[config.mk]
export PLATFORM = sky130hd
export DESIGN_NAME = pacc_top
export DESIGN_NICKNAME = d
export VERILOG_FILES = /design/src/rtl/pacc_pkg.sv /design/src/rtl/pacc_pin_sync.sv /design/src/rtl/pacc_prescaler.sv /design/src/rtl/pacc_qualify.sv /design/src/rtl/pacc_count_core.sv /design/src/rtl/pacc_top.sv
export SDC_FILE = /design/constraint.sdc
export NUM_CORES = 1
export LEC_CHECK = 0
export CORE_ASPECT_RATIO = 0.75
export CORE_UTILIZATION = 49
export DETAILED_ROUTE_END_ITERATION = 10
export GPL_TIMING_DRIVEN = 0
export HOLD_SLACK_MARGIN = 0.08
export PLACE_DENSITY = 0.82
export SLEW_MARGIN = 20
export SYNTH_ARGS = -nofsm -noshare
export SYNTH_HDL_FRONTEND = slang
export SYNTH_HIERARCHICAL = 1
export SYNTH_SLANG_ARGS = --single-unit
[constraint.sdc]
create_clock -name clk -period 2.9 [get_ports clk]
set_input_delay 0.29 -clock clk [delete_from_list [all_inputs] [get_ports clk]]
set_output_delay 0.29 -clock clk [all_outputs]
set_load 0.05 [all_outputs]
[src/rtl/pacc_pkg.sv]
// Shared types for the pulse accumulator.
// Assumes: mode is a single control bit, 0 selects event counting.
package pacc_pkg;
    typedef enum logic {
        MODE_EVENT = 1'b0,
        MODE_GATED = 1'b1
    } acc_mode_e;
endpackage

[src/rtl/pacc_pin_sync.sv]
// Pin synchronizer and edge detector.
// Shifts the asynchronous pin through STAGES flops on E-enable cycles and
// keeps one more flop of history for edge detection. Assumes STAGES >= 2.
module pacc_pin_sync #(
    parameter int STAGES = 2
) (
    input  logic clk,
    input  logic rst_n,
    input  logic e_en,
    input  logic pin_async,
    output logic level,
    output logic rise,
    output logic fall
);
    logic [STAGES-1:0] chain;
    logic              prev;

    // Purpose: sample the pin into the synchronizer chain once per E cycle.
    always_ff @(posedge clk) begin
        if (!rst_n) begin
            chain <= '0;
            prev  <= 1'b0;
        end else if (e_en) begin
            chain <= {chain[STAGES-2:0], pin_async};
            prev  <= chain[STAGES-1];
        end
    end

    // Purpose: present the synchronized level and its transitions.
    always_comb begin
        level = chain[STAGES-1];
        rise  = chain[STAGES-1] & ~prev;
        fall  = ~chain[STAGES-1] & prev;
    end
endmodule

[src/rtl/pacc_prescaler.sv]
// Free-running E-cycle divider. Gives a one-cycle tick every PRESCALE
// E-enable cycles. Only reset restarts it; the gate never touches it.
module pacc_prescaler #(
    parameter int PRESCALE = 64
) (
    input  logic clk,
    input  logic rst_n,
    input  logic e_en,
    output logic tick
);
    generate
        if (PRESCALE <= 1) begin : g_bypass
            // Purpose: with no division every E cycle is a tick.
            always_comb tick = e_en;
        end else begin : g_div
            localparam int PW = $clog2(PRESCALE);
            localparam logic [PW-1:0] LAST = PW'(PRESCALE - 1);
            logic [PW-1:0] div_q;

            // Purpose: advance the divider once per E cycle and wrap at LAST.
            always_ff @(posedge clk) begin
                if (!rst_n) begin
                    div_q <= '0;
                end else if (e_en) begin
                    div_q <= (div_q == LAST) ? '0 : div_q + 1'b1;
                end
            end

            // Purpose: flag the E cycle on which the divider wraps.
            always_comb tick = e_en && (div_q == LAST);
        end
    endgenerate
endmodule

[src/rtl/pacc_qualify.sv]
// Increment qualifier. Chooses the edge or the gated tick that advances the
// counter, from the mode and polarity bits. Assumes rise/fall/level come
// from flops that update only on E-enable cycles.
module pacc_qualify
    import pacc_pkg::*;
(
    input  logic      e_en,
    input  logic      enable,
    input  acc_mode_e mode,
    input  logic      polarity,
    input  logic      rise,
    input  logic      fall,
    input  logic      level,
    input  logic      tick,
    output logic      inc
);
    logic edge_hit;
    logic gate_open;

    // Purpose: pick the edge type and the gate sense from polarity.
    always_comb begin
        edge_hit  = e_en && (polarity ? rise : fall);
        gate_open = polarity ? ~level : level;
    end

    // Purpose: form the single increment request for this cycle.
    always_comb begin
        inc = 1'b0;
        if (enable) begin
            unique case (mode)
                MODE_EVENT: inc = edge_hit;
                MODE_GATED: inc = tick && gate_open;
                default:    inc = 1'b0;
            endcase
        end
    end
endmodule

[src/rtl/pacc_count_core.sv]
// Count register with sticky wrap flag. A software load wins over an
// increment in the same cycle. Setting the flag wins over clearing it.
module pacc_count_core #(
    parameter int CNT_W = 8
) (
    input  logic             clk,
    input  logic             rst_n,
    input  logic             inc,
    input  logic             wr,
    input  logic [CNT_W-1:0] wdata,
    input  logic             ovf_clr,
    output logic [CNT_W-1:0] count,
    output logic             ovf
);
    localparam logic [CNT_W-1:0] TOP = {CNT_W{1'b1}};

    logic do_inc;
    logic wrap;

    // Purpose: drop an increment that collides with a software load.
    always_comb begin
        do_inc = inc && !wr;
        wrap   = do_inc && (count == TOP);
    end

    // Purpose: update the count from a load or an increment.
    always_ff @(posedge clk) begin
        if (!rst_n) begin
            count <= '0;
        end else if (wr) begin
            count <= wdata;
        end else if (do_inc) begin
            count <= count + 1'b1;
        end
    end

    // Purpose: hold the wrap flag until software clears it.
    always_ff @(posedge clk) begin
        if (!rst_n) begin
            ovf <= 1'b0;
        end else if (wrap) begin
            ovf <= 1'b1;
        end else if (ovf_clr) begin
            ovf <= 1'b0;
        end
    end
endmodule

[src/rtl/pacc_top.sv]
// Dual-mode pulse accumulator top. Wires synchronizer, prescaler,
// qualifier and count core. Assumes e_en is a one-cycle-per-E enable and
// that control inputs are register outputs in the clk domain.
module pacc_top
    import pacc_pkg::*;
#(
    parameter int CNT_W       = 8,
    parameter int PRESCALE    = 64,
    parameter int SYNC_STAGES = 2
) (
    input  logic             clk,
    input  logic             rst_n,
    input  logic             e_en,
    input  logic             pin_async,
    input  logic             ctl_enable,
    input  logic             ctl_mode,
    input  logic             ctl_polarity,
    input  logic             cnt_wr,
    input  logic [CNT_W-1:0] cnt_wdata,
    input  logic             ovf_clr,
    output logic [CNT_W-1:0] cnt_value,
    output logic             ovf_flag
);
    logic      pin_level;
    logic      pin_rise;
    logic      pin_fall;
    logic      presc_tick;
    logic      inc_req;
    acc_mode_e mode_sel;

    // Purpose: map the raw mode bit onto the mode type.
    always_comb mode_sel = acc_mode_e'(ctl_mode);

    pacc_pin_sync #(.STAGES(SYNC_STAGES)) sync_i (
        .clk       (clk),
        .rst_n     (rst_n),
        .e_en      (e_en),
        .pin_async (pin_async),
        .level     (pin_level),
        .rise      (pin_rise),
        .fall      (pin_fall)
    );

    pacc_prescaler #(.PRESCALE(PRESCALE)) presc_i (
        .clk   (clk),
        .rst_n (rst_n),
        .e_en  (e_en),
        .tick  (presc_tick)
    );

    pacc_qualify qual_i (
        .e_en     (e_en),
        .enable   (ctl_enable),
        .mode     (mode_sel),
        .polarity (ctl_polarity),
        .rise     (pin_rise),
        .fall     (pin_fall),
        .level    (pin_level),
        .tick     (presc_tick),
        .inc      (inc_req)
    );

    pacc_count_core #(.CNT_W(CNT_W)) core_i (
        .clk     (clk),
        .rst_n   (rst_n),
        .inc     (inc_req),
        .wr      (cnt_wr),
        .wdata   (cnt_wdata),
        .ovf_clr (ovf_clr),
        .count   (cnt_value),
        .ovf     (ovf_flag)
    );
endmodule

== After elaboration in Yosys (flattened, before gate mapping) ==
Cells that the tools add are included.
Cells by class
  add/sub/neg operators: 2
  equal/unequal tests: 2
  mux-type cells: 9
  bitwise operators: 5
  reduce and logical (&&, ||, !) cells: 8
Operators with widths (count)
  $mux W8: 2
  $add A8 B1 Y8 const B: 1
  $eq A8 B8 Y1 const B: 1
  $add A6 B1 Y6 const B: 1
  $eq A6 B6 Y1 const B: 1
  $mux W6: 1
  $logic_and A1 B1 Y1: 5
  $mux W1: 5
  $reduce_bool A2 Y1: 2
  $not A1 Y1: 3
  $and A1 B1 Y1: 2
  $pmux W1 S2: 1
  $logic_not A1 Y1: 1
Storage, ports and cells
  flip-flop bits (word level): 18
  word-level logic and storage cells: 31

== Longest topological paths before layout ==
Gate-level depths: netlist (run 1).
  depth after elaboration: 9
  mapped depth: 9
  depth with buffers taken out: 8

== Cells and area by module ==
The synthesis (run 1) kept the hierarchy.
By module, submodules not included
  pacc_count_core: times used 1, cells each 58, area an instance 486.7 um2, seq. area each 180.2 um2
  pacc_prescaler: times used 1, cells each 27, area an instance 262.8 um2, seq. area each 120.1 um2
  pacc_pin_sync: times used 1, cells each 11, area an instance 121.4 um2, seq. area each 60.1 um2
  pacc_qualify: times used 1, cells each 5, area an instance 37.5 um2, seq. area each 0.0 um2

== Least setup slack after synthesis (run 1) ==
OpenSTA, ideal clock, no wires.
  path kind: flip-flop to flip-flop
  from: register presc_i.g_div.div_q[0]
  to: register core_i.count[7]
  data arrival time: 1746 ps
  data required time: 2838 ps
  setup slack: 1092 ps
  cell stages (with the launch flop): 10
  buffers on the path: 1
  clock period less this slack: 1808 ps
  path through: dfxtp_1 > ha_1 > nand4_1 > nor2_1 > nand3_1 > o22ai_1 > buf_2 > nand3b_1 > or4_1 > nand3_1
On the way
  cells in the longest elaborated chain, start to end: 7
Ends and longest elaborated chain
  from (decl): RTL line pacc_prescaler.sv:18  | logic [PW-1:0] div_q;
  from (signal assigned): RTL line pacc_prescaler.sv:25  | div_q <= (div_q == LAST) ? '0 : div_q + 1'b1;
  $eq A6 B6 Y1: RTL line pacc_prescaler.sv:30  | always_comb tick = e_en && (div_q == LAST);
  $logic_and A1 B1 Y1: RTL line pacc_prescaler.sv:30
  net presc_tick: RTL line pacc_top.sv:27  | logic presc_tick;
  $logic_and A1 B1 Y1: RTL line pacc_qualify.sv:32  | MODE_GATED: inc = tick && gate_open;
  $pmux W1 S2: RTL line pacc_qualify.sv:30  | unique case (mode)
  $mux W1: RTL line pacc_qualify.sv:29  | if (enable) begin
  net inc_req: RTL line pacc_top.sv:28  | logic inc_req;
  $logic_and A1 B1 Y1: RTL line pacc_count_core.sv:22  | do_inc = inc && !wr;
  $reduce_bool A2 Y1 (no source line)
  to (signal assigned): RTL line pacc_count_core.sv:31  | count <= wdata;
  to (signal assigned): RTL line pacc_count_core.sv:33  | count <= count + 1'b1;
  to (decl): RTL line pacc_count_core.sv:12  | output logic [CNT_W-1:0] count,
The timed path passes the listed nets, and every way through them passes these cells.
A chain may end at the register's enable or synchronous reset.

== Worst setup path in the final report (run 1) ==
  from: input e_en
  to: register core_i.count[6]
On the way
  cells in the longest elaborated chain, start to end: 6
Ends and longest elaborated chain
  from (decl): RTL line pacc_top.sv:13  | input logic e_en,
  $logic_and A1 B1 Y1: RTL line pacc_prescaler.sv:30
  net presc_tick: RTL line pacc_top.sv:27
  $logic_and A1 B1 Y1: RTL line pacc_qualify.sv:32
  $pmux W1 S2: RTL line pacc_qualify.sv:30
  $mux W1: RTL line pacc_qualify.sv:29
  net inc_req: RTL line pacc_top.sv:28
  $logic_and A1 B1 Y1: RTL line pacc_count_core.sv:22
  $reduce_bool A2 Y1 (no source line)
The timed path passes the listed nets, and every way through them passes these cells.

==> reports/metrics.yaml, run 1 <==
end_kind: "register"
r2r_setup_slack_ns: 0.79
cp-start-kind: "primary input"
fin_skew_ns: 0.00140
totalWireLength_um: 1890
ys_ff_latch: 18
antenna_cells: 0
hold_end: "presc_i/g_div.div_q[5]"
portBuffers: 25
synth_area_um2: 908
drive_gt1_share_pct: 5.43
start_util_pct: 52.2
synth_top_cell_by_area: "dfxtp_1"
die_h_um: 39.3
slew_viol_final: 0
cts_hold_buffers: 0
root_buffer: "clkbuf_4"
outcome: "complete, no violations"
reg2reg_depth: 9
fp.dieW_um: 51.7
area_growth_pct: 33.1
dp_hpwl_um: 1440
cp.required_ns: 3.13
post-route-period-util_pct: 81.1
ant_nets: 0
pin_count: 26
drc: 0
grt_start_max_net_pins: 11
setup_viol: 0
grt_pass1_vias: 729
vdd_drop_max_uv: 347
first_pass_iters: 4
powerDensity_nw_per_um2: 407
synth_cell_type_count: 31
min_from: "presc_i/g_div.div_q[5]"
drt_iter0_drc: 19
slew_headroom_pct: 66.2
cts_resized: 0
syn_avg_cell_area_um2: 8.99
syn_inst: 101
hold_depth: 2
cts_buffers: 3
max-clock-path-buffers: 2
fin_tns_setup_ns: 0
synth_nets: 120
core-area_um2: 1740
rsz0062_at_grt: "no"
cts_tree: "yes"
htree_levels: 1
p_leak_nw: 0.455
cp_max_fo: 9
cts_sinks: 18
vias: 824
ys_seq_area_share_pct: 39.7
period_needed_ns: 2.35
grt_first_pass_wirelength_um: 3180
grt_overflow_total: 0
clk_latency_ns: 0.29
arrival_ns: 2.58
synth_top_cell_area_share_pct: 39.7
synth_area_leaders: "dfxtp_1 40%, mux2i_1 6.6%, o21ai_0 6.1%"
clk_pin_slew_worst_paths_ns: 0.09
wl_per_cell_um: 12.5
hold_class: "register to register"
criticalPathCategory: "primary input to register"
track_usage_pct: 22.3
reg2reg_from: "presc_i/g_div.div_q[0]"
final_cell_mix: "25 x clkdlybuf4s50_1, 18 x dfxtp_1, 11 x o21ai_0"
worstMarginPinSlew_ns: 0.505
finalHoldViolCount: 0
ys.warnings.count: 6
antenna_found_initial: 0
rows: 13
r2r-end: "core_i/count[6]"
total_power_mw: 0.492
gp_congestion: 0.772
fmax_ghz: 0.425
final_common_cell: "clkdlybuf4s50_1"
dieArea_um2: 2030
fill_cells: 148
cap_violations: 0
nets: 150
viasPerCell: 5.46
post-cts-setup-buffer-count: 0
[worst max-delay path, cell delays in order]
cell and delay (ns):
clkdlybuf4s50_1 0.74, nand4_1 0.24, nor2_1 0.18, nand3_1 0.09, o22ai_1 0.12, buf_2 0.24, nand2_1 0.14, or3_1 0.37
a31oi_1 0.16
[report_power, final]
part / switching (mW) / leakage [nW] / internal, mW
registers: 0.0144 / 0.148 / 0.259
logic: 0.0504 / 0.293 / 0.0483
clock network: 0.0720 / 0.0138 / 0.0484
[layout make-up]
| type | count | area [µm²] | area share (%) |
|---|---|---|---|
| Multi-Input combinational cell | 79 | 532 | 44.0 |
| Sequential cell | 18 | 360 | 29.8 |
| Timing Repair Buffer | 25 | 250 | 20.7 |
| Tap cell | 22 | 27.5 | 2.28 |
| Clock buffer | 3 | 22.5 | 1.86 |
| Buffer | 3 | 12.5 | 1.04 |
| Inverter | 1 | 3.75 | 0.311 |
[sequential cells by signal, indices dropped and copies added (netlist names)]
| signal | cells |
|---|---|
| core_i/count | 8 |
| presc_i/g_div.div_q | 6 |
| sync_i/chain | 2 |
| core_i/ovf | 1 |
| sync_i/prev | 1 |
[synthesized netlist by cell type]
cell type  count
buf_2          1
a21oi_1        2
and2_1         5
nand4_2        2
and4b_1        1
nand2_1        7
o211a_1        1
o22ai_1        1
o21ai_1        1
nor2b_1        7
o21ai_0       11
nor2_1         3
inv_1          1
mux2i_1        6
or3_1          3
xor2_1         3
buf_1          1
clkbuf_1       1
a21oi_2        1
xnor2_1        6
a31oi_1        2
ha_1           2
o21a_1         1
nand3_1        5
nor3b_1        1
nand4_1        3
dfxtp_1       18
nor4_1         1
nand2b_1       1
nand3b_1       2
or4_1          1
[metrics by stage]
| step | hold WS [ns] | cell area (µm²) | util (%) | worst slack [ns] | cells |
|---|---|---|---|---|---|
| final | 0.515 | 1210 | 69.4 | 0.548 | 151 |
| after global routing | 0.565 | 1210 | 69.4 | 0.337 | 151 |
| after CTS | 0.515 | 1210 | 69.4 | 0.542 | 151 |
| after detailed placement | 0.499 | 1190 | 68.2 | 0.229 | 148 |
| after global placement | 0.486 | 1190 | 68.2 | 0.353 | 148 |
| after floorplan | 0.412 | 908 | - | 1.09 | 101 |
[metal layers]
metal / vias to the layer above / wire [µm] / track usage [%] / share of wire (%)
li1: 418 / - / - / -
met1: 381 / 930 / 28.2 / 49
met2: 23 / 845 / 37.0 / 45
met3: 2 / 98 / 8.14 / 5.2
met4: 0 / 14 / 4.05 / 0.74
met5: - / 0 / 0 / 0
[how the worst max path moves through the flow]
stage | from | to | cells past startpoint
after detailed placement | e_en | core_i/ovf | 9
final | e_en | core_i/count[6] | 9
after global routing | e_en | core_i/count[7] | 9
after global placement | e_en | core_i/count[6] | 9
after CTS | e_en | core_i/ovf | 9
after floorplan | presc_i/g_div.div_q[0] | core_i/count[7] | 9
[cell families after synthesis]
group	share of synthesized area, %
compound gates	12.7
buf+inv	1.79
mux	6.61
flops	39.7
fa+ha+maj	2.75
xor+xnor	8.68
simple gates	27.8
No activity file was read; power rests on OpenSTA's default activity.
==> inputs of run 2 (changes only) <==
- CORE_UTILIZATION: 49 -> 41
- PLACE_DENSITY: 0.82 -> 0.73
- clock period: 2.9 -> 1.9 ns (I/O delays scaled with it)
==> reports/metrics.yaml, run 2 (synthesis results as in run 1) <==
crit_slowest_cell: "dfxtp_4"  # was clkdlybuf4s50_1
vdd_drop_max_uv: 472  # was 347 µV
first_pass_iters: 4  # unchanged
multi_input_area_um2: 558  # was 532 µm²
min_from: "cnt_wdata[3]"  # was presc_i/g_div.div_q[5]
grt_pass1_vias: 759  # was 729
cts_tree: "yes"  # unchanged
slowest_delay_ns: 0.39  # was 0.74 ns
viasPerCell: 5.46  # about the same
criticalPathCategory: "register to register"  # was primary input to register
start_util_pct: 44.3  # was 52.2%
dieArea_um2: 2410  # was 2030 µm²
fmax_ghz: 0.531
worst_hold_slack_ns: 0.506  # was 0.515 ns
drive_gt1_share_pct: 12.1  # was 5.43%
cp_max_fo: 6  # was 9
totalWireLength_um: 2090  # was 1890 µm
dp_hpwl_um: 1460  # was 1440 µm
crit_start: "presc_i/g_div.div_q[0]"  # was e_en
r2r_setup_slack_ns: 0.02  # was 0.79 ns
die_h_um: 42.8  # was 39.3 µm
fin_skew_ns: 0.00451  # was 0.00140 ns
combPwrFrac_pct: 20.3  # was 20.1%
cap_violations: 0  # unchanged
portBuffers: 25  # unchanged
total_power_mw: 0.762  # was 0.492 mW
hold_class: "primary input to register"  # was register to register
worstMarginPinSlew_ns: 0.498  # was 0.505 ns
end_kind: "register"  # unchanged
max-clock-path-buffers: 2  # unchanged
root_buffer: "clkbuf_4"  # unchanged
slew_viol_final: 0  # unchanged
fill_cells: 184  # was 148
switchingPower_mw: 0.217  # was 0.137 mW
sw_frac_of_total_pct: 28.5  # was 27.8%
area_growth_pct: 40.1  # was 33.1%
setup_viol: 0  # unchanged
drt_iter0_drc: 35  # was 19
rows: 14  # was 13
cp.required_ns: 2.09  # was 3.13 ns
grt_first_pass_wirelength_um: 3370  # was 3180 µm
cts_buffers: 3  # unchanged
antenna_cells: 0  # unchanged
internal_power_mw: 0.545  # was 0.355 mW
crit_family: "simple AND/OR/NAND/NOR gates"  # unchanged
track_usage_pct: 18.2  # was 22.3%
grt_overflow_total: 0  # unchanged
htree_levels: 1  # unchanged
pin_count: 26  # unchanged
final_cell_mix: "24 x clkdlybuf4s50_1, 16 x dfxtp_1, 10 x o21ai_0"  # was 25 x clkdlybuf4s50_1, 18 x dfxtp_1, 11 x o21ai_0
cts_sinks: 18  # unchanged
reg2reg_from: "presc_i/g_div.div_q[0]"  # unchanged
clk_pin_slew_worst_paths_ns: 0.09  # about the same
period_needed_ns: 1.88
nets: 153  # was 150
antenna_found_initial: 0  # unchanged
largest_reg_flops: 8  # unchanged
finalHoldViolCount: 0  # unchanged
top_regs: "core_i/count (8), presc_i/g_div.div_q (6), sync_i/chain (2)"  # unchanged
clk_latency_ns: 0.29  # about the same
rsz0062_at_grt: "yes"  # was no
gp_congestion: 0.809  # was 0.772
outcome: "complete, no violations"  # unchanged
vias: 852  # was 824
grt_start_max_net_pins: 11  # unchanged
powerDensity_nw_per_um2: 599  # was 407 nW/µm²
pwr-share-clk_pct: 24.5  # about the same
arrival_ns: 2.08  # was 2.58 ns
p_leak_nw: 0.488  # was 0.455 nW
slew_headroom_pct: 66.7  # was 66.2%
drc: 0  # unchanged
final_common_cell: "clkdlybuf4s50_1"  # unchanged
register_area_um2: 368  # was 360 µm²
wl_per_cell_um: 13.4  # was 12.5 µm
crit_path_cell_trace: "ha_4 -> nand4_1 -> nor2_2 -> nand3_1 -> o22ai_1 -> buf_4 -> buf_6 -> mux2i_2 -> o21ai_1 -> and2_1"  # was clkdlybuf4s50_1 -> nand4_1 -> nor2_1 -> nand3_1 -> o22ai_1 -> buf_2 -> nand2_1 -> or3_1 -> a31oi_1
crit_buf_inv: 2  # unchanged
core-area_um2: 2050  # was 1740 µm²
fp.dieW_um: 56.4  # was 51.7 µm
post-route-period-util_pct: 99.1
cts_hold_buffers: 0  # unchanged
seqPwrFrac_pct: 55.1  # was 55.5%
regMostFlops: "core_i/count"  # unchanged
cp-start-kind: "register"  # was primary input
ant_nets: 0  # unchanged
[run 2: cell count changes in the layout (fill, tap and decap cells not counted), sizes merged]
cell,change
dlygate4sd2,+1
buf,+3
clkdlybuf4s50,-1
[run 2: repair_timing]
| action | 4_1_cts | 5_1_grt |
|---|---|---|
| resized for setup | 5 | 9 |
| hold endpoints to repair | 0 | 0 |
| gates cloned | 0 | 0 |
| pin swaps | 1 | 8 |
| setup buffers | 2 | 1 |
| setup endpoints to repair | 9 | 9 |
[run 2: final timing paths]
path,depth (start not counted),endpoint
setup reg to reg,10,core_i/count[1]
hold / removal,3,core_i/count[3]
hold reg to reg,2,presc_i/g_div.div_q[5]
setup / recovery,10,core_i/count[1]
[run 2: cell type report]
type | count | area share [%]
Multi-Input combinational cell | 79 | 43.9
Sequential cell | 18 | 28.9
Timing Repair Buffer | 28 | 21.6
Tap cell | 24 | 2.36
Clock buffer | 3 | 1.77
Buffer | 3 | 1.18
Inverter | 1 | 0.295
[run 2: power groups by stage]
| stage | logic (mW) | clock network (mW) | registers (mW) |
|---|---|---|---|
| floorplan | 0.0455 | 0 | 0.459 |
| global placement | 0.148 | 0 | 0.425 |
| detailed placement | 0.152 | 0 | 0.425 |
| CTS | 0.152 | 0.197 | 0.418 |
| global route | 0.168 | 0.210 | 0.423 |
| finish | 0.155 | 0.187 | 0.420 |
[run 2: worst reg2reg max path, delay by kind of cell, from the launching register on]
family	cells	cell delay [ns]
multiplexers	1	0.21
buffers and inverters	2	0.32
AND/OR/NAND/NOR	4	0.53
flip-flops	1	0.39
adder cells (fa/ha/maj)	1	0.13
AO/OA/AOI/OAI	2	0.22
[run 2: metal layers]
| layer | GRT usage [%] | routed length [µm] | up-vias |
|---|---|---|---|
| li1 | - | - | 425 |
| met1 | 23.3 | 1030 | 402 |
| met2 | 30.2 | 938 | 23 |
| met3 | 6.40 | 109 | 2 |
| met5 | 0 | 0 | - |
| met4 | 2.93 | 11 | 0 |
[run 2: stage by stage]
step / setup slack, ns / cell area (µm²) / std cells / TNS, ns / utilization [%]
after global placement: -0.597 / 1190 / 150 / -4.08 / 58.0
after CTS: 0.0203 / 1230 / 155 / 0 / 60.1
final: 0.0177 / 1270 / 156 / 0 / 62.1
after floorplan: 0.0916 / 908 / 101 / 0 / -
after detailed placement: -0.666 / 1190 / 150 / -4.64 / 58.0
after global routing: -0.100 / 1270 / 156 / -0.406 / 62.1
==> inputs of run 3 (changes only) <==
- CORE_MARGIN: not set -> 1
==> results of run 3 <==
The final DEF is identical to that of run 2; final timing and power are the same.
